`src/rtl/gfx_packet_framer.sv`:
```
module gfx_packet_framer #(
  parameter int DEPTH = 16,
  localparam int AW = $clog2(DEPTH),
  localparam int LW = $clog2(DEPTH + 1)
) (
  input  logic          clk,
  input  logic          rst,
  input  logic          in_valid,
  input  logic [31:0]   in_data,
  output logic          in_ready,
  output logic          out_valid,
  input  logic          out_ready,
  output logic [31:0]   out_data,
  output logic [7:0]    out_opcode,
  output logic [LW-1:0] out_len,
  output logic          out_first,
  output logic          out_last,
  output logic [255:0]  shadow_o
);

  localparam logic [31:0] TERM_MASK = 32'hF000_F000;
  localparam logic [31:0] TERM_PAT  = 32'h5000_5000;

  logic [31:0]   mem [DEPTH];
  logic [AW-1:0] rd_ptr, wr_ptr;
  logic [LW-1:0] fill;
  logic          busy;
  logic [LW-1:0] remain, cur_len;
  logic [7:0]    cur_op;
  logic [31:0]   shadow [8];

  function automatic logic [3:0] extra_words(input logic [7:0] op);
    case (op[7:5])
      3'd0: return (op == 8'h02) ? 4'd2 : 4'd0;
      3'd1:
        case (op[4:2])
          3'd0: return 4'd3;
          3'd1: return 4'd6;
          3'd2: return 4'd4;
          3'd3: return 4'd8;
          3'd4: return 4'd5;
          3'd5: return 4'd8;
          3'd6: return 4'd7;
          default: return 4'd11;
        endcase
      3'd2:
        case (op[4:3])
          2'd0: return 4'd2;
          2'd3: return 4'd4;
          default: return 4'd3;
        endcase
      3'd3:
        case (op[4:2])
          3'd0: return 4'd2;
          3'd1: return 4'd3;
          3'd3: return 4'd0;
          3'd5: return 4'd2;
          3'd7: return 4'd2;
          default: return 4'd1;
        endcase
      3'd4: return 4'd3;
      3'd5, 3'd6: return 4'd2;
      default: return 4'd0;
    endcase
  endfunction

  wire [31:0] head     = mem[rd_ptr];
  wire [7:0]  hop      = head[31:24];
  wire        flat_pl  = hop[7:3] == 5'b01001;
  wire        shade_pl = hop[7:3] == 5'b01011;
  wire        has_word = fill != '0;
  wire        skip_op  = hop == 8'h1F;

  wire [LW-1:0] fixed_len = LW'(extra_words(hop)) + LW'(1);

  logic          term_found;
  logic [LW-1:0] term_len;

  always_comb begin
    term_found = 1'b0;
    term_len   = '0;
    for (int i = DEPTH - 1; i >= 3; i--) begin
      if (i < int'(fill) &&
          (mem[rd_ptr + AW'(i)] & TERM_MASK) == TERM_PAT &&
          (flat_pl || (shade_pl && i >= 4 && (i % 2) == 0))) begin
        term_found = 1'b1;
        term_len   = LW'(i + 1);
      end
    end
  end

  wire          poly      = flat_pl || shade_pl;
  wire [LW-1:0] hdr_len   = poly ? term_len : fixed_len;
  wire          hdr_ready = poly ? term_found : (fixed_len <= fill);

  assign out_valid  = busy || (has_word && !skip_op && hdr_ready);
  assign out_data   = head;
  assign out_opcode = busy ? cur_op : hop;
  assign out_len    = busy ? cur_len : hdr_len;
  assign out_first  = !busy;
  assign out_last   = busy ? (remain == LW'(1)) : (hdr_len == LW'(1));
  assign in_ready   = fill != LW'(DEPTH);

  wire take = out_valid && out_ready;
  wire drop = !busy && has_word && skip_op;
  wire pop  = take || drop;
  wire push = in_valid && in_ready;

  always_ff @(posedge clk)
    if (push) mem[wr_ptr] <= in_data;

  always_ff @(posedge clk) begin
    if (rst) begin
      rd_ptr  <= '0;
      wr_ptr  <= '0;
      fill    <= '0;
      busy    <= 1'b0;
      remain  <= '0;
      cur_len <= '0;
      cur_op  <= '0;
      for (int k = 0; k < 8; k++) shadow[k] <= {5'b11100, 3'(k), 24'h0};
    end else begin
      if (push) wr_ptr <= wr_ptr + AW'(1);
      if (pop)  rd_ptr <= rd_ptr + AW'(1);
      fill <= fill + LW'(push) - LW'(pop);
      if (take) begin
        if (!busy) begin
          if (hdr_len != LW'(1)) begin
            busy    <= 1'b1;
            remain  <= hdr_len - LW'(1);
            cur_len <= hdr_len;
            cur_op  <= hop;
          end
          if (hop[7:3] == 5'b11100) shadow[hop[2:0]] <= head;
        end else begin
          remain <= remain - LW'(1);
          if (remain == LW'(1)) busy <= 1'b0;
        end
      end
    end
  end

  for (genvar g = 0; g < 8; g++) begin : g_shadow
    assign shadow_o[g*32 +: 32] = shadow[g];
  end

  a_r11_hold_stall: assert property (@(posedge clk) disable iff (rst)
    out_valid && !out_ready |=> out_valid && $stable(out_data) && $stable(out_opcode) && $stable(out_len));

  a_r1_burst_continues: assert property (@(posedge clk) disable iff (rst)
    take && !out_last |=> out_valid && !out_first && out_opcode == $past(out_opcode) && out_len == $past(out_len));

  a_r7_noop_hidden: assert property (@(posedge clk) disable iff (rst)
    out_valid && out_first |-> out_opcode != 8'h1F);

  a_r4_flat_ends_on_term: assert property (@(posedge clk) disable iff (rst)
    take && out_last && out_opcode[7:3] == 5'b01001 |-> (out_data & TERM_MASK) == TERM_PAT && out_len >= LW'(4));

  a_r5_shaded_ends_on_term: assert property (@(posedge clk) disable iff (rst)
    take && out_last && out_opcode[7:3] == 5'b01011 |-> (out_data & TERM_MASK) == TERM_PAT && out_len >= LW'(5) && out_len[0]);

  a_r8_shadow_quiet: assert property (@(posedge clk) disable iff (rst)
    !(take && out_first && out_opcode[7:3] == 5'b11100) |=> $stable(shadow_o));

endmodule

```
`config.mk`:
```
export PLATFORM = sky130hd
export DESIGN_NAME = gfx_packet_framer
export DESIGN_NICKNAME = d
export VERILOG_FILES = /design/src/rtl/gfx_packet_framer.sv
export SDC_FILE = /design/constraint.sdc
export NUM_CORES = 1
export LEC_CHECK = 0
export ABC_CLOCK_PERIOD_IN_PS = 8800
export CAP_MARGIN = 20
export CORE_MARGIN = 4
export CORE_UTILIZATION = 40
export CTS_CLUSTER_DIAMETER = 60
export DETAILED_ROUTE_END_ITERATION = 12
export PLACE_DENSITY_LB_ADDON = 0.08
export RECOVER_POWER = 50
export SLEW_MARGIN = 30
export SYNTH_ARGS = -nofsm -noshare
export SYNTH_HDL_FRONTEND = slang
export SYNTH_SLANG_ARGS = --single-unit
```
`constraint.sdc`:
```
create_clock -name clk -period 8.8 [get_ports clk]
set_input_delay 1.32 -clock clk [delete_from_list [all_inputs] [get_ports clk]]
set_output_delay 1.32 -clock clk [all_outputs]
set_load 0.01 [all_outputs]
```
==> results of run 1 <==
-- cell type report --
cell class                      count  area [um^2]  area share (%)
Antenna cell                        2         5.00          0.0116
Clock buffer                      114         2310            5.37
Clock inverter                     47          467            1.09
Inverter                           64          240           0.559
Multi-Input combinational cell   1289        10700            25.0
Sequential cell                   804        23800            55.4
Tap cell                         1155         1450            3.36
Timing Repair Buffer              419         3960            9.21
-- flip-flops by register name, summed over array words and instances, names as in the netlist, named ones only --
register	cells
shadow	256
rd_ptr	4
mem	512
cur_len	5
busy	1
wr_ptr	4
remain	5
cur_op	8
fill	5
-- power groups by stage --
stage	Clock, mW	Combinational (mW)	Sequential [mW]
after floorplan	0	1.56	4.52
after global placement	0	2.64	4.58
after detailed placement	0	2.65	4.59
after CTS	3.63	2.66	4.51
after global routing	3.79	2.81	4.52
final	3.55	2.62	4.50
-- layer usage --
| layer | vias up | GRT usage [%] |
|---|---|---|
| li1 | 9575 | - |
| met1 | 11300 | 31.8 |
| met2 | 937 | 38.3 |
| met3 | 131 | 4.89 |
| met4 | 8 | 5.56 |
| met5 | - | 0 |
-- per-stage QoR --
stage	instances	util, %	hold WS, ps	setup slack (ps)	cell area [um^2]
after floorplan	2276	-	436	2470	35200
after global placement	3730	46.4	443	1390	40200
after detailed placement	3730	46.4	453	1370	40200
after CTS	3891	49.6	462	851	43000
after global routing	3893	49.5	479	534	43000
final	3894	49.5	460	998	43000
-- Yosys cell counts (14+ instances only) --
master    count
nand2b_1     24
mux2i_1      64
mux4_2      149
a21oi_1      35
nor3b_1      17
a211oi_1     18
buf_2        45
nand3_1      19
o21ai_1      25
nor4b_1      20
ha_1         37
inv_1        58
o21ai_0      30
edfxtp_1    768
and2_1       14
nand2_1      88
nor4bb_1     30
o211ai_1     19
mux2_2       35
nor2b_1      34
nor2_1      294
dfxtp_1      36
clkbuf_1     45
nor3_1       34
buf_1        24
-- worst max-delay path by stage --
stage	depth (start not counted)	end	start	slack (ps)
6_report	18	out_valid	flop	1000
3_3_place_gp	20	shadow[7][29]	flop	1390
2_1_floorplan	25	shadow[2][0]	flop	2470
3_5_place_dp	20	shadow[7][30]	flop	1370
5_1_grt	18	out_valid	flop	530
4_1_cts	18	out_valid	flop	850
-- layout by cell type (no fill, tap or decap), drive strengths merged, types with 12 or more instances in the layout --
cell type	Yosys	routed
nor3	36	36
inv	61	68
ha	37	37
nor3b	17	17
nand2	96	96
nand2b	24	24
nand3	20	20
nor4b	20	20
dfxtp	36	36
clkinv	3	36
buf	74	74
dlygate4sd3	0	276
and2	14	14
clkbuf	45	123
conb	2	49
o21ai	55	55
nor2	295	295
a211oi	20	20
nor2b	34	34
a21oi	35	35
edfxtp	768	768
mux2i	64	64
o211ai	19	19
nor4bb	30	30
and4b	13	13
clkdlybuf4s50	0	60
xnor2	12	12
or3	13	13
mux2	35	35
a22oi	13	13
mux4	149	149
-- worst max-delay path, cell delays in order (launching register included) --
cell and delay, ps:
dfxtp_4 800, mux4_2 590, a22oi_1 250, nand2_1 440, a21oi_1 790, o211ai_1 160, a21oi_1 290, ha_1 320
ha_1 280, nor2b_1 130, o21a_1 160, o21ai_0 140, nand2b_1 70, a21oi_1 140, a31oi_1 50, a21o_1 190
a211oi_2 290, or2_2 170, clkdlybuf4s50_1 530
-- kinds of logic after synthesis --
group                    synth area share, %
multiplexers                            12.5
other                                 0.0215
XOR/XNOR                               0.576
adder cells (fa/ha/maj)                 1.38
buffers and inverters                   2.22
AO/OA/AOI/OAI                           5.22
AND/OR/NAND/NOR                         10.1
flip-flops                              68.0
==> results.txt, run 1 <==
Clk pwr share: 33.2%
Hold Violations, Final: 0
top layer in use: met5
routed vias: 22000
# DRC: 0
Overflow after GRT: 0
Main synth FF type: edfxtp_1
Max Clk Rate: 128 MHz
crit path kind: reg -> out
max-cap viol count: 6
Starting Density: 40.3%
Slew Limit Fails: 175
crit-path max FO: 34
DP Wirelength: 73700 um
hold path cells: 2
Synth top area share: 65.9%
Synth cell types: 91
num rows: 108
Total Nets Final: 2740
Clock Tree Buf Depth: 3
maximum number of pins on one net before global-route repair: 85
DR WL/cell: 28.2 um
startpoint class of the critical path: flop
Syn Inst Count: 2229
share of total power in sequential cells: 42.2%
H-tree depth reported by CTS: 3
CTS tree: done
Worst Path Required: 7480 ps
drt first-iter violations: 1958
first-pass GRT wire length: 158000 um
Leak: 14.5 nW
Seq/Total Area, Yosys: 68.0%
asr flop ratio synth: 0%
Hold Path Origin: cur_len[0]
Final Critical Period: 7800 ps
mean post-synth cell area: 15.7 um^2
Clock transition at path regs: 50 ps
Die Wd: 304 um
Gates resized, CTS repair: 0
Least-Margin Pin Slew: 2860 ps
IO buf count: 340
core region area: 86800 um^2
Comb power frac: 24.5%
Synth area leaders: edfxtp_1 66%, mux4_2 9.6%, nor2_1 3.2%, dfxtp_1 2.1%, mux2i_1 1.8%
Internal Power: 7.44 mW
EDFF count, synth: 768
die footprint: 92300 um^2
failing checks: max-capacitance violations, max-slew violations
Clock Latency Late Sink: 640 ps
Period Utilization, post-route: 88.7%
RSZ-0062 raised after global routing: false
GRT Util Overall: 23.2%
number of buffers created by CTS: 88
routed wl met2: 52800 um
area grow syn2layout: 22.8%
switching portion of total power: 30.2%
hold buffer count at cts: 0
Die H: 304 um
worst reg2reg endpoint: shadow[7][21]
final setup vio count: 0
Worst setup EP type: output pin
I/O pin cnt: 341
PwrDens: 248 nW/um^2
clk root buf: clkbuf_16
status: finished, violations left
routed length on met1: 46700 um
Fillers: 7340
type of the worst min-delay path: reg -> reg
metal3 WL: 8000 um
clock skew: 29.0 ps
setup TNS: 0 ps
routability cong.: 0.901
Yosys reg bits: 804
total routed wirelength: 110000 um
worst-case reg-to-reg path depth: 20
reg2reg setup slack: 1500 ps
initial antenna violation count: 10
vias in the first global route: 21900
VDD IR-drop max: 0.152 mV
post-route ant nets: 0
Worst Path Arrival: 6480 ps
fraction of layout cells with a size suffix above 1: 16.1%
CTS sink cnt: 804
sink of the worst hold path: cur_len[0]
Final Power: 10.7 mW
iteration count of the initial detailed-routing pass: 5
Mapped Area: 35000 um^2
Post-CTS Setup Inserts: 0
Yosys warnings: 0
Via density: 5.64
Sw Pwr: 3.22 mW
Yosys top cell by area: edfxtp_1
Worst slew margin: -90.7%
Note: power is estimated with default switching activity, not from simulation.
==> inputs of run 2 (changes only) <==
ABC_CLOCK_PERIOD_IN_PS = 8000   (was 8800)
SKIP_LAST_GASP = 1   (was default)
clock period = 8 ns   (was 8.8 ns; I/O delays follow)
==> run 2 against run 1 <==
  * The run still ends with max-capacitance violations, max-slew violations left
  * First-iteration DRC count rose by 17%
  * Die area stayed put
  * Sequential share of layout area down 0.20 points
  * Core utilization rose by 0.18 points
  * Hold slack lost 5.0 ps
  * Sequential power is 9.1% higher
  * Combinational power is 13% higher
  * Power rose by 13%
  * Clock-buffer cell count shrank 3
  * Largest cell class unchanged
  * Highest routed layer unchanged
==> results.txt, run 2 (synthesized netlist as in run 1, its figures left out) <==
Die Wd: 304 um (unchanged)
CTS tree: done
slowest cell on the critical path: mux4_2
Final Power: 12.0 mW (+13%)
hold path cells: 2 (unchanged)
Worst slew margin: -88.7% (+2.0 points)
Overflow after GRT: 0 (unchanged)
PwrDens: 279 nW/um^2 (+12%)
Clock Latency Late Sink: 650 ps (about the same)
worst reg2reg endpoint: fill[4]
fin util: 49.7% (+0.18 points)
core region area: 86800 um^2 (unchanged)
clk root buf: clkbuf_16
Starting Density: 40.3% (unchanged)
initial antenna violation count: 9 (-1)
DP Area: 40200 um^2 (-0.17%)
iteration count of the initial detailed-routing pass: 8 (+3)
first-pass GRT wire length: 159000 um (+0.85%)
Gates resized, CTS repair: 0 (unchanged)
Hold Violations, Final: 0 (unchanged)
GRT Util Overall: 23.4% (+0.19 points)
crit-path max FO: 36 (+5.9%)
Worst Path Required: 6800 ps (-680 ps)
Leak: 14.6 nW (+0.51%)
largest reg by FF count: mem
crit path kind: reg -> out
RSZ-0062 raised after global routing: false
most common cell after layout, fill and taps aside: edfxtp_1
I/O pin cnt: 341 (unchanged)
Worst Path Arrival: 6410 ps (-70 ps)
DP Wirelength: 74500 um (+1.1%)
Total Nets Final: 2737 (-0.11%)
Clock transition at path regs: 60 ps (about the same)
Slew Limit Fails: 157 (-10%)
vias in the first global route: 21800 (-0.82%)
clock skew: 39.2 ps (+10.1 ps)
failing checks: max-capacitance violations, max-slew violations
most frequent cells in the layout: 768 x edfxtp_1, 286 x dlygate4sd3_1, 285 x nor2_1, 149 x mux4_2, 93 x clkbuf_16
setup TNS: 0 ps (unchanged)
startpoint class of the critical path: flop
fraction of layout cells with a size suffix above 1: 16.0% (-0.13 points)
die footprint: 92300 um^2 (unchanged)
Final Critical Period: 7610 ps
Via density: 5.68 (+0.64%)
H-tree depth reported by CTS: 3 (unchanged)
VDD IR-drop max: 0.245 mV (+61%)
CP most frequent cell: ha_1
sink of the worst hold path: cur_len[1]
post-route ant nets: 0 (unchanged)
reg2reg setup slack: 840 ps (-660 ps)
# DRC: 0 (unchanged)
final instance area: 43100 um^2 (+0.37%)
type of the worst min-delay path: reg -> reg
Die H: 304 um (unchanged)
CP Cell Sequence: clkinv_1 > ha_1 > buf_4 > mux4_2 > or3_1 > or4_1 > a311o_1 > nand4_1 > o211ai_1 > a311oi_1 > and2_1 > inv_1 > ha_1 > nand3_1 > o21ai_0 > clkdlybuf4s50_1
drt first-iter violations: 2287 (+17%)
top flop regs: mem x512, shadow x256, cur_op x8
final setup vio count: 0 (unchanged)
Period Utilization, post-route: 95.1%
num rows: 108 (unchanged)
Worst setup EP type: output pin
Worst path max stage delay: 580 ps (-220 ps)
Least-Margin Pin Slew: 2830 ps (-30.0 ps)
DR WL/cell: 28.4 um (+0.81%)
Max Clk Rate: 131 MHz
status: finished, violations left
routability cong.: 0.931 (+3.3%)
maximum number of pins on one net before global-route repair: 87 (+2.4%)
routed vias: 22100 (+0.62%)
IO buf count: 340 (unchanged)
total routed wirelength: 111000 um (+0.78%)
CTS sink cnt: 804 (unchanged)
number of buffers created by CTS: 92 (+4.5%)
max-cap viol count: 6 (unchanged)
Largest register FFs: 512 (unchanged)
Hold Path Origin: cur_len[1]
Clock Tree Buf Depth: 3 (unchanged)
worst-case reg-to-reg path depth: 30 (+50%)
area grow syn2layout: 23.3%
[run 2: changes by cell type in the layout (fill, tap and decap cells not counted), sizes merged, moves of 2 or more]
| cell | delta |
|---|---|
| dlygate4sd3 | +10 |
| clkdlybuf4s50 | -9 |
| buf | -7 |
| bufinv | +4 |
| clkbuf | -4 |
| inv | +2 |
[run 2: worst max-delay path, delay by kind of cell, from the launching register on]
kind,cells,cell delay [ps]
buffers and inverters,4,1560
multiplexers,1,580
flip-flops,1,530
adder cells (fa/ha/maj),2,750
AND/OR/NAND/NOR,5,1460
AO/OA/AOI/OAI,4,860
[run 2: worst max-delay path by stage]
stage	start	endpoint	depth (start not counted)
after floorplan	flop	shadow[2][0]	25
after global placement	flop	fill[4]	29
after detailed placement	flop	fill[4]	27
after CTS	rd_ptr[1]	out_last	16
after global routing	flop	out_valid	21
final	rd_ptr[1]	out_last	16
[run 2: report_power, final]
group | total (mW) | switching, mW | internal (mW)
logic | 2.95 | 1.78 | 1.17
clock network | 4.17 | 1.71 | 2.46
registers | 4.91 | 0.117 | 4.79
[run 2: per-layer routing]
layer | track usage (%) | up-vias | wire length, um
met4 | 5.34 | 4 | 2470
li1 | - | 9587 | -
met3 | 4.27 | 155 | 8320
met2 | 38.3 | 970 | 52900
met5 | 0 | - | 21
met1 | 32.8 | 11400 | 46900
[run 2: area by class of cell]
| class | count | area (um^2) |
|---|---|---|
| clock inverter | 55 | 597 |
| fill | 7374 | 43600 |
| multi-input combinational | 1289 | 10700 |
| inverter | 64 | 240 |
| antenna | 3 | 7.51 |
| sequential | 804 | 23800 |
| clock buffer | 111 | 2410 |
| tap | 1155 | 1450 |
| timing repair buffer | 412 | 3930 |
[run 2: through the flow]
stage	std cells	hold WS (ps)	setup slack, ps
after floorplan	2276	436	1670
after global placement	3723	443	1030
after global routing	3890	477	20.1
final	3893	455	395
after CTS	3889	458	433
after detailed placement	3723	450	937
[run 2: repair_timing]
item,in CTS,in global routing
endpoints found under the hold margin,0,0
buffers inserted,0,1
endpoints found under the setup margin,0,1
hold buffers,0,0
